<file path="config.mk">
export PLATFORM = sky130hd
export DESIGN_NAME = aud_rx
export DESIGN_NICKNAME = d
export VERILOG_FILES = /design/src/rtl/aud_rx_pkg.sv /design/src/rtl/aud_rx_sync.sv /design/src/rtl/aud_rx_deser.sv /design/src/rtl/aud_rx_mix.sv /design/src/rtl/aud_rx.sv
export SDC_FILE = /design/constraint.sdc
export NUM_CORES = 1
export LEC_CHECK = 0
export ABC_CLOCK_PERIOD_IN_PS = 9350
export BUFFER_PORTS_ARGS = -buffer_cell sky130_fd_sc_hd__buf_2
export CAP_MARGIN = 40
export CORE_ASPECT_RATIO = 1.25
export CORE_MARGIN = 5
export CORE_UTILIZATION = 66
export CTS_CLUSTER_DIAMETER = 80
export DETAILED_ROUTE_END_ITERATION = 8
export GPL_TIMING_DRIVEN = 0
export PLACE_DENSITY = 0.85
export SETUP_SLACK_MARGIN = 0.1
export SLEW_MARGIN = 40
export SYNTH_ARGS = -nofsm -noshare
export SYNTH_HDL_FRONTEND = slang
export SYNTH_SLANG_ARGS = --single-unit
</file>
<file path="constraint.sdc">
create_clock -name clk -period 9.35 [get_ports clk]
set_input_delay 0.935 -clock clk [delete_from_list [all_inputs] [get_ports clk]]
set_output_delay 0.935 -clock clk [all_outputs]
set_load 0.03 [all_outputs]
</file>
<file path="src/rtl/aud_rx_pkg.sv">
package aud_rx_pkg;
  localparam int unsigned SAMPLE_W = 32;
  localparam int unsigned SHIFT_W  = 2 * SAMPLE_W;
  localparam int unsigned LEN_W    = $clog2(SAMPLE_W) + 1;

  typedef enum logic [1:0] {
    FMT_RJ  = 2'b00,
    FMT_LJ  = 2'b01,
    FMT_I2S = 2'b10,
    FMT_DSP = 2'b11
  } fmt_e;

  typedef enum logic [1:0] {
    MIX_STEREO = 2'b00,
    MIX_L_BOTH = 2'b01,
    MIX_R_BOTH = 2'b10,
    MIX_AVG    = 2'b11
  } mix_e;

  typedef logic [SAMPLE_W-1:0] sample_t;

  // Number of bits in a word for a length code.
  function automatic logic [LEN_W-1:0] word_bits(input logic [1:0] code);
    case (code)
      2'b00:   return LEN_W'(16);
      2'b01:   return LEN_W'(20);
      2'b10:   return LEN_W'(24);
      default: return LEN_W'(32);
    endcase
  endfunction

  // Keep the low n bits of raw and extend bit n-1 upward.
  function automatic sample_t sign_fill(input sample_t raw, input logic [LEN_W-1:0] n);
    logic [LEN_W-1:0] gap;
    sample_t          up;
    gap = LEN_W'(SAMPLE_W) - n;
    up  = raw << gap;
    return sample_t'($signed(up) >>> gap);
  endfunction

  // Average with one guard bit; the shift drops the lowest bit.
  function automatic sample_t half_sum(input sample_t a, input sample_t b);
    logic signed [SAMPLE_W:0] s;
    s = $signed({a[SAMPLE_W-1], a}) + $signed({b[SAMPLE_W-1], b});
    return s[SAMPLE_W:1];
  endfunction

  // True when the given frame clock level carries the left channel.
  function automatic logic is_left(input logic [1:0] fmt, input logic lvl, input logic inv);
    return ((lvl ^ inv) == (fmt != FMT_I2S));
  endfunction
endpackage

</file>
<file path="src/rtl/aud_rx_sync.sv">
module aud_rx_sync #(
  parameter int unsigned STAGES = 2
) (
  input  logic clk,
  input  logic rst_n,
  input  logic sck_i,
  input  logic ws_i,
  input  logic sd_i,
  input  logic fall_i,
  output logic tick_o,
  output logic ws_o,
  output logic sd_o
);
  logic [STAGES-1:0] sck_q, ws_q, sd_q;
  logic              sck_d;
  logic              sck_s;

  always_ff @(posedge clk or negedge rst_n) begin
    if (!rst_n) begin
      sck_q <= '0;
      ws_q  <= '0;
      sd_q  <= '0;
      sck_d <= 1'b0;
    end else begin
      sck_q <= {sck_q[STAGES-2:0], sck_i};
      ws_q  <= {ws_q[STAGES-2:0], ws_i};
      sd_q  <= {sd_q[STAGES-2:0], sd_i};
      sck_d <= sck_q[STAGES-1];
    end
  end

  assign sck_s  = sck_q[STAGES-1];
  assign tick_o = fall_i ? (sck_d & ~sck_s) : (~sck_d & sck_s);
  assign ws_o   = ws_q[STAGES-1];
  assign sd_o   = sd_q[STAGES-1];
endmodule

</file>
<file path="src/rtl/aud_rx_deser.sv">
module aud_rx_deser
  import aud_rx_pkg::*;
#(
  parameter int unsigned POS_W = 7
) (
  input  logic       clk,
  input  logic       rst_n,
  input  logic       tick_i,
  input  logic       ws_i,
  input  logic       sd_i,
  input  logic [1:0] fmt_i,
  input  logic [1:0] wlen_i,
  input  logic       inv_i,
  output logic       pair_stb_o,
  output sample_t    word_l_o,
  output sample_t    word_r_o
);
  localparam logic [POS_W-1:0] POS_MAX = '1;

  logic                started, prev_ws, seen_edge, left_have;
  logic [POS_W-1:0]    pos, pos_now, pos_nxt;
  logic [LEN_W-1:0]    cnt, cnt_now, cnt_nxt;
  logic [SHIFT_W-1:0]  sh, sh_base, sh_next;
  logic [LEN_W-1:0]    nbits;
  logic [POS_W-1:0]    dsp_start, dsp_span, dsp_last;
  logic                is_dsp, lvl_edge, frame_rise, restart;
  logic                take, take_dsp, seg_done, seg_left, dsp_done;

  assign nbits      = word_bits(wlen_i);
  assign is_dsp     = (fmt_i == FMT_DSP);
  assign lvl_edge   = started && (ws_i != prev_ws);
  assign frame_rise = started && ws_i && !prev_ws;
  assign restart    = is_dsp ? frame_rise : lvl_edge;

  assign pos_now = restart ? '0 : pos;
  assign pos_nxt = (pos_now == POS_MAX) ? POS_MAX : pos_now + 1'b1;
  assign cnt_now = restart ? '0 : cnt;
  assign sh_base = restart ? '0 : sh;

  assign dsp_start = inv_i ? '0 : POS_W'(1);
  assign dsp_span  = POS_W'({nbits, 1'b0});
  assign dsp_last  = dsp_start + dsp_span - 1'b1;
  assign take_dsp  = (pos_now >= dsp_start) && (pos_now < dsp_start + dsp_span);

  always_comb begin
    case (fmt_i)
      FMT_RJ:  take = 1'b1;
      FMT_LJ:  take = (cnt_now < nbits);
      FMT_I2S: take = (pos_now != '0) && (cnt_now < nbits);
      default: take = take_dsp;
    endcase
  end

  assign sh_next  = take ? {sh_base[SHIFT_W-2:0], sd_i} : sh_base;
  assign cnt_nxt  = (take && cnt_now != '1) ? cnt_now + 1'b1 : cnt_now;
  assign seg_done = !is_dsp && lvl_edge && seen_edge;
  assign seg_left = is_left(fmt_i, prev_ws, inv_i);
  assign dsp_done = is_dsp && take_dsp && (pos_now == dsp_last);

  always_ff @(posedge clk or negedge rst_n) begin
    if (!rst_n) begin
      started    <= 1'b0;
      prev_ws    <= 1'b0;
      seen_edge  <= 1'b0;
      left_have  <= 1'b0;
      pos        <= POS_MAX;
      cnt        <= '0;
      sh         <= '0;
      pair_stb_o <= 1'b0;
      word_l_o   <= '0;
      word_r_o   <= '0;
    end else begin
      pair_stb_o <= 1'b0;
      if (tick_i) begin
        started   <= 1'b1;
        prev_ws   <= ws_i;
        pos       <= pos_nxt;
        cnt       <= cnt_nxt;
        sh        <= sh_next;
        seen_edge <= seen_edge | lvl_edge;
        if (seg_done) begin
          if (seg_left) begin
            word_l_o  <= sign_fill(sh[SAMPLE_W-1:0], nbits);
            left_have <= 1'b1;
          end else begin
            word_r_o <= sign_fill(sh[SAMPLE_W-1:0], nbits);
            if (left_have) begin
              pair_stb_o <= 1'b1;
              left_have  <= 1'b0;
            end
          end
        end
        if (dsp_done) begin
          word_l_o   <= sign_fill(sample_t'(sh_next >> nbits), nbits);
          word_r_o   <= sign_fill(sh_next[SAMPLE_W-1:0], nbits);
          pair_stb_o <= 1'b1;
        end
      end
    end
  end
endmodule

</file>
<file path="src/rtl/aud_rx_mix.sv">
module aud_rx_mix
  import aud_rx_pkg::*;
(
  input  logic       clk,
  input  logic       rst_n,
  input  logic       stb_i,
  input  sample_t    l_i,
  input  sample_t    r_i,
  input  logic [1:0] mix_i,
  output logic       valid_o,
  output sample_t    left_o,
  output sample_t    right_o
);
  sample_t ml, mr, avg;

  assign avg = half_sum(l_i, r_i);

  always_comb begin
    case (mix_e'(mix_i))
      MIX_L_BOTH: begin ml = l_i; mr = l_i; end
      MIX_R_BOTH: begin ml = r_i; mr = r_i; end
      MIX_AVG:    begin ml = avg; mr = avg; end
      default:    begin ml = l_i; mr = r_i; end
    endcase
  end

  always_ff @(posedge clk or negedge rst_n) begin
    if (!rst_n) begin
      valid_o <= 1'b0;
      left_o  <= '0;
      right_o <= '0;
    end else begin
      valid_o <= stb_i;
      if (stb_i) begin
        left_o  <= ml;
        right_o <= mr;
      end
    end
  end
endmodule

</file>
<file path="src/rtl/aud_rx.sv">
module aud_rx
  import aud_rx_pkg::*;
#(
  parameter int unsigned SYNC_STAGES = 2,
  parameter int unsigned POS_W       = 7
) (
  input  logic        clk,
  input  logic        rst_n,
  input  logic        sck_i,
  input  logic        ws_i,
  input  logic        sd_i,
  input  logic [1:0]  cfg_fmt_i,
  input  logic [1:0]  cfg_wlen_i,
  input  logic        cfg_sck_fall_i,
  input  logic        cfg_ws_inv_i,
  input  logic [1:0]  cfg_mix_i,
  output logic        valid_o,
  output logic [31:0] left_o,
  output logic [31:0] right_o
);
  logic    samp_tick, samp_ws, samp_sd;
  logic    pair_stb;
  sample_t word_l, word_r;

  aud_rx_sync #(.STAGES(SYNC_STAGES)) u_sync (
    .clk(clk), .rst_n(rst_n), .sck_i(sck_i), .ws_i(ws_i), .sd_i(sd_i),
    .fall_i(cfg_sck_fall_i), .tick_o(samp_tick), .ws_o(samp_ws), .sd_o(samp_sd)
  );

  aud_rx_deser #(.POS_W(POS_W)) u_deser (
    .clk(clk), .rst_n(rst_n), .tick_i(samp_tick), .ws_i(samp_ws), .sd_i(samp_sd),
    .fmt_i(cfg_fmt_i), .wlen_i(cfg_wlen_i), .inv_i(cfg_ws_inv_i),
    .pair_stb_o(pair_stb), .word_l_o(word_l), .word_r_o(word_r)
  );

  aud_rx_mix u_mix (
    .clk(clk), .rst_n(rst_n), .stb_i(pair_stb), .l_i(word_l), .r_i(word_r),
    .mix_i(cfg_mix_i), .valid_o(valid_o), .left_o(left_o), .right_o(right_o)
  );
endmodule

</file>
==> results of run 1 <==
[metal layers]
layer	track usage	GRT overflow
met5	0.0408	0
met4	0.590	7
met3	0.358	0
met1	0.649	0
met2	0.831	10
[synthesized netlist by cell type, drive strengths merged (32+ instances only)]
cell type  number  area share
buf            40       0.015
dfrtp         211        0.31
mux2i          84       0.049
nor3           34       0.010
a22o           56       0.028
inv            32      0.0069
clkbuf        142       0.031
a21oi         185       0.054
a31oi          35       0.013
nand2         239       0.053
nand3          63       0.019
ha             46       0.033
nor2          235       0.051
a211oi         38       0.016
a221oi         59       0.031
o21ai         141       0.042
[cells by family after synthesis]
family	after synthesis	synth area share
AO/OA/AOI/OAI	791	0.315
adder cells (fa/ha/maj)	47	0.0344
buffers and inverters	217	0.0531
flip-flops	218	0.316
XOR/XNOR	36	0.0182
AND/OR/NAND/NOR	666	0.170
multiplexers	129	0.0940
[stage by stage]
step	setup WS [ns]	utilization	hold slack (ns)	cells
after floorplan	3.68	-	0.331	2104
after global placement	0.622	0.699	0.332	2521
after detailed placement	0.817	0.704	0.340	2525
after CTS	1.38	0.737	0.324	2569
==> results.sh, run 1 <==
export IMPL_gp_congestion=1.31
export IMPL_postCtsSetupBuffers=0
export IMPL_cts_hold_buf=0
export IMPL_status="did not finish"
export IMPL_ys_types=97
export IMPL_syn_area_mm2=0.0173
export IMPL_clkSinkCount=218
export IMPL_grt_pass1_vias=21653
export IMPL_grt_total_usage=0.613
export IMPL_synth_area_per_cell_um2=8.23
export IMPL_synthCells=2104
export IMPL_die_w_um=155
export IMPL_grt_max_degree=63
export IMPL_async_reset_ff_frac=1.00
export IMPL_io_pins=78
export IMPL_yosysWarnings=0
export IMPL_grt_first_pass_wirelength_mm=138
export IMPL_io_buffers=77
export IMPL_overflow=17
export IMPL_syn_nets=2164
export IMPL_numCtsBuffers=24
export IMPL_synthFlopType="dfrtp_1"
export IMPL_place_area_mm2=0.0183
export IMPL_start_util=0.668
export IMPL_die_h_um=191
export IMPL_ctsResizeCount=0
export IMPL_clock_path_buffers=3
export IMPL_synth_edff_count=0
export IMPL_synth_seq_cells=218
export IMPL_ctsHtreeMaxLevel=1
export IMPL_failed_stage="5_1_grt"
export IMPL_synth_seq_area_share=0.316
export IMPL_stop_error="[ERROR GRT-0116] Global routing finished with congestion. Check the congestion regions in the DRC Viewer."
export IMPL_core_rowCount=66
export IMPL_cts_root_buf="clkbuf_16"
export IMPL_place_hpwl_mm=61.4
==> run 2, diff against run 1 <==
--- a/config.mk
+++ b/config.mk
@@ -8,14 +8,11 @@
 export ABC_CLOCK_PERIOD_IN_PS = 9350
 export BUFFER_PORTS_ARGS = -buffer_cell sky130_fd_sc_hd__buf_2
 export CAP_MARGIN = 40
-export CORE_ASPECT_RATIO = 1.25
 export CORE_MARGIN = 5
-export CORE_UTILIZATION = 66
-export CTS_CLUSTER_DIAMETER = 80
+export CORE_UTILIZATION = 40
 export DETAILED_ROUTE_END_ITERATION = 8
 export GPL_TIMING_DRIVEN = 0
-export PLACE_DENSITY = 0.85
-export SETUP_SLACK_MARGIN = 0.1
+export PLACE_DENSITY_LB_ADDON = 0.15
 export SLEW_MARGIN = 40
 export SYNTH_ARGS = -nofsm -noshare
 export SYNTH_HDL_FRONTEND = slang
==> results.sh, run 2 <==
export IMPL_status="finished, final reports clean"
export IMPL_place_area_mm2=0.0186
export IMPL_clock_latency_ns=0.56
export IMPL_synth_commonest_cells="nand2_1, nor2_1, dfrtp_1, a21oi_1, clkbuf_1"
export IMPL_setup_worst_path_end_class="flip-flop"
export IMPL_rrSetupSlack_ns=0.09
export IMPL_min_path_type="in2async"
export IMPL_nets=2276
export IMPL_combPwrFrac=0.423
export IMPL_cell_internal_pwr_mw=2.46
export IMPL_yosysTopAreaCell="dfrtp_1"
export IMPL_p_switching_mw=1.93
export IMPL_io_buffers=77
export IMPL_register_area_mm2=0.00546
export IMPL_synth_mux_area_frac=0.0940
export IMPL_postCtsSetupBuffers=0
export IMPL_crit_start="cfg_fmt_i[0]"
export IMPL_worstSetupEndpoint="u_deser.word_l_o[29]$_DFFE_PN0P_"
export IMPL_antenna_left=0
export IMPL_r2r_end="u_deser.word_l_o[29]$_DFFE_PN0P_"
export IMPL_final_layout_size_suffix_gt1_frac=0.117
export IMPL_rsz0062_at_grt="no"
export IMPL_synth_simple_area_share=0.170
export IMPL_tightest_slew_ns=1.12
export IMPL_cts_root_buf="clkbuf_16"
export IMPL_maxCapViolCount=0
export IMPL_cp_common_cell="clkbuf_1"
export IMPL_io_pins=78
export IMPL_setup_ws_ns=0.0551
export IMPL_async_reset_ff_frac=1.00
export IMPL_antenna_found_initial=3
export IMPL_start_util=0.403
export IMPL_die_h_um=218
export IMPL_die_area_mm2=0.0475
export IMPL_place_ws_ns=-0.0826
export IMPL_final_common_cell="nand2_1"
export IMPL_n_fill_cell=4355
export IMPL_p_per_area_mw_per_mm2=224
export IMPL_crit_path_max_incr_delay_ns=0.67
export IMPL_timing_final_hold_violations=0
export IMPL_coreArea_mm2=0.0430
export IMPL_gp_congestion=1.10
export IMPL_setup_violations=0
export IMPL_die_w_um=218
export IMPL_critical_path_max_fanout=10
export IMPL_synthCells=2104
export IMPL_max_clock_freq_ghz=0.108
export IMPL_synth_seq_cells=218
export IMPL_drt_iter0_drc=2715
export IMPL_clkSinkCount=218
export IMPL_cp_depth=24
export IMPL_crit_path_start_kind="primary input"
export IMPL_switching_share=0.440
export IMPL_vias=19474
export IMPL_place_hpwl_mm=72.4
export IMPL_synth_most_common_cell="nand2_1"
export IMPL_synth_area_per_cell_um2=8.23
export IMPL_grt_pass1_vias=19135
export IMPL_core_rowCount=76
export IMPL_yosysWarnings=0
export IMPL_relSlewSlack=0.241
export IMPL_design_area_mm2=0.0196
export IMPL_numCtsBuffers=26
export IMPL_largest_reg_flops=64
export IMPL_ctsResizeCount=0
export IMPL_period_needed_ns=9.29
export IMPL_worstPathRequired_ns=9.80
export IMPL_areaGrowthSynthToFinish_pct=13.1
export IMPL_synth_edff_count=0
export IMPL_drv_slew=0
export IMPL_dr_pass1_iters=6
export IMPL_cts_tree="built"
export IMPL_ys_types=97
export IMPL_critPathSlowestCell="buf_1"
export IMPL_mostFrequentLayoutCells="nand2_1, nor2_1, dfrtp_1, a21oi_1, clkbuf_1"
export IMPL_post_route_period_util=0.994
export IMPL_ctsHtreeMaxLevel=1
export IMPL_synth_xor_area_share=0.0182
export IMPL_clk_pin_slew_ns=0.06
export IMPL_clock_path_buffers=3
export IMPL_p_leak_nw=7.97
export IMPL_grt_max_degree=75
export IMPL_finClkSkew_ns=0.0221
export IMPL_synthAdderAreaFrac=0.0344
export IMPL_via_per_inst=6.90
export IMPL_timing_rr_start="u_deser.prev_ws$_DFFE_PN0P_"
export IMPL_yosys_top_cells_area="dfrtp_1, a21oi_1, nand2_1, nor2_1, mux2i_1"
export IMPL_worst_setup_path_type="in2reg"
export IMPL_wirelength_mm=94.2
export IMPL_crit_family="buffers and inverters"
export IMPL_grt_first_pass_wirelength_mm=136
export IMPL_tns_ns=0
export IMPL_vdd_drop_max_v=0.000181
export IMPL_grt_total_usage=0.385
export IMPL_critical_path_arrival_ns=9.75
export IMPL_synthFlopType="dfrtp_1"
export IMPL_synth_seq_area_share=0.316
export IMPL_syn_nets=2164
export IMPL_multiInputGateArea_mm2=0.0110
export IMPL_syn_area_mm2=0.0173
export IMPL_drc=0
export IMPL_worst_path_buf_inv=8
export IMPL_wl_per_cell_um=33.4
export IMPL_dp_cells=2773
export IMPL_top_register="u_deser.sh"
export IMPL_final_core_util=0.455
export IMPL_stdcell_count=2822
export IMPL_overflow=0
export IMPL_p_clk_frac=0.249
export IMPL_crit_chain="buf_2 > nand2_1 > a21o_1 > clkbuf_1 > nand2_1 > clkbuf_1 > clkbuf_1 > buf_1 > clkbuf_1 > and2_1 > ha_1 > a211oi_1 > a31oi_1 > o21ai_0 > and3_1 > clkbuf_2 > clkbuf_1 > o21ai_0 > a21oi_1 > o2111ai_1 > o41ai_1 > o22a_1 > mux2i_1 > o21ai_0"
export IMPL_seqPwrFrac=0.328
export IMPL_synth_compound_area_frac=0.315
export IMPL_reg2reg_depth=23
export IMPL_cts_hold_buf=0
export IMPL_synth_top_area_frac=0.305
export IMPL_synth_top_family_by_area="compound AO/OA/AOI/OAI gates"
[run 2: worst reg2reg max path, cell delays in order, from the launching register on]
cell and delay, ns:
dfrtp_1 0.41, and2b_1 0.22, a21o_1 0.20, clkbuf_1 0.39, nand2_1 0.38, clkbuf_1 0.52
clkbuf_1 0.66, buf_1 0.67, clkbuf_1 0.56, and2_1 0.22, ha_1 0.24, a211oi_1 0.27
a31oi_1 0.11, o21ai_0 0.28, and3_1 0.28, clkbuf_2 0.46, clkbuf_1 0.59, o21ai_0 0.28
a21oi_1 0.52, o2111ai_1 0.44, o41ai_1 0.66, o22a_1 0.34, mux2i_1 0.19, o21ai_0 0.24
[run 2: per-layer routing]
layer	part of all wire	track usage
met2	0.44	0.610
met5	0.00032	0
met3	0.084	0.0689
met1	0.37	0.465
met4	0.10	0.297
[run 2: cell type report]
class | instances | area share
multi-input cells | 1669 | 0.564
flip-flops and latches | 218 | 0.279
plain buffers | 182 | 0.0407
clock buffers | 37 | 0.0395
well taps | 585 | 0.0374
repair buffers | 84 | 0.0258
clock inverters | 10 | 0.00690
inverters | 35 | 0.00671
diodes | 2 | 0.000256
[run 2: cell families (layout without fill, tap and decap cells)]
| logic type | count (synthesis) | in the layout |
|---|---|---|
| AO/OA/AOI/OAI | 791 | 791 |
| XOR/XNOR | 36 | 36 |
| adder cells (fa/ha/maj) | 47 | 47 |
| buffers and inverters | 217 | 348 |
| flip-flops | 218 | 218 |
| multiplexers | 129 | 129 |
| other | 0 | 2 |
| AND/OR/NAND/NOR | 666 | 666 |
[run 2: power by group through the flow]
stage / clock [mW] / sequential, mW / combinational, mW
6_report: 1.09 / 1.44 / 1.85
5_1_grt: 1.14 / 1.46 / 1.99
4_1_cts: 1.10 / 1.43 / 1.82
3_5_place_dp: 0 / 1.44 / 1.81
3_3_place_gp: 0 / 1.43 / 1.78
2_1_floorplan: 0 / 1.59 / 1.01
[run 2: through the flow]
stage / power, mW / hold WS (ns)
floorplan: 2.60 / 0.331
global placement: 3.21 / 0.332
detailed placement: 3.25 / 0.336
CTS: 4.35 / 0.161
global route: 4.60 / 0.164
finish: 4.38 / 0.175
[run 2: worst min path at each step]
stage	start	end	depth (start not counted)
6_report	rst_n	u_mix.left_o[9]$_DFFE_PN0P_	1
5_1_grt	rst_n	u_mix.right_o[9]$_DFFE_PN0P_	1
4_1_cts	rst_n	u_mix.left_o[1]$_DFFE_PN0P_	1
3_5_place_dp	u_sync.ws_q[0]$_DFF_PN0_	u_sync.ws_q[1]$_DFF_PN0_	0
3_3_place_gp	u_sync.sck_q[0]$_DFF_PN0_	u_sync.sck_q[1]$_DFF_PN0_	0
2_1_floorplan	u_sync.sck_q[0]$_DFF_PN0_	u_sync.sck_q[1]$_DFF_PN0_	0
No activity file was read; power rests on OpenSTA's default activity.
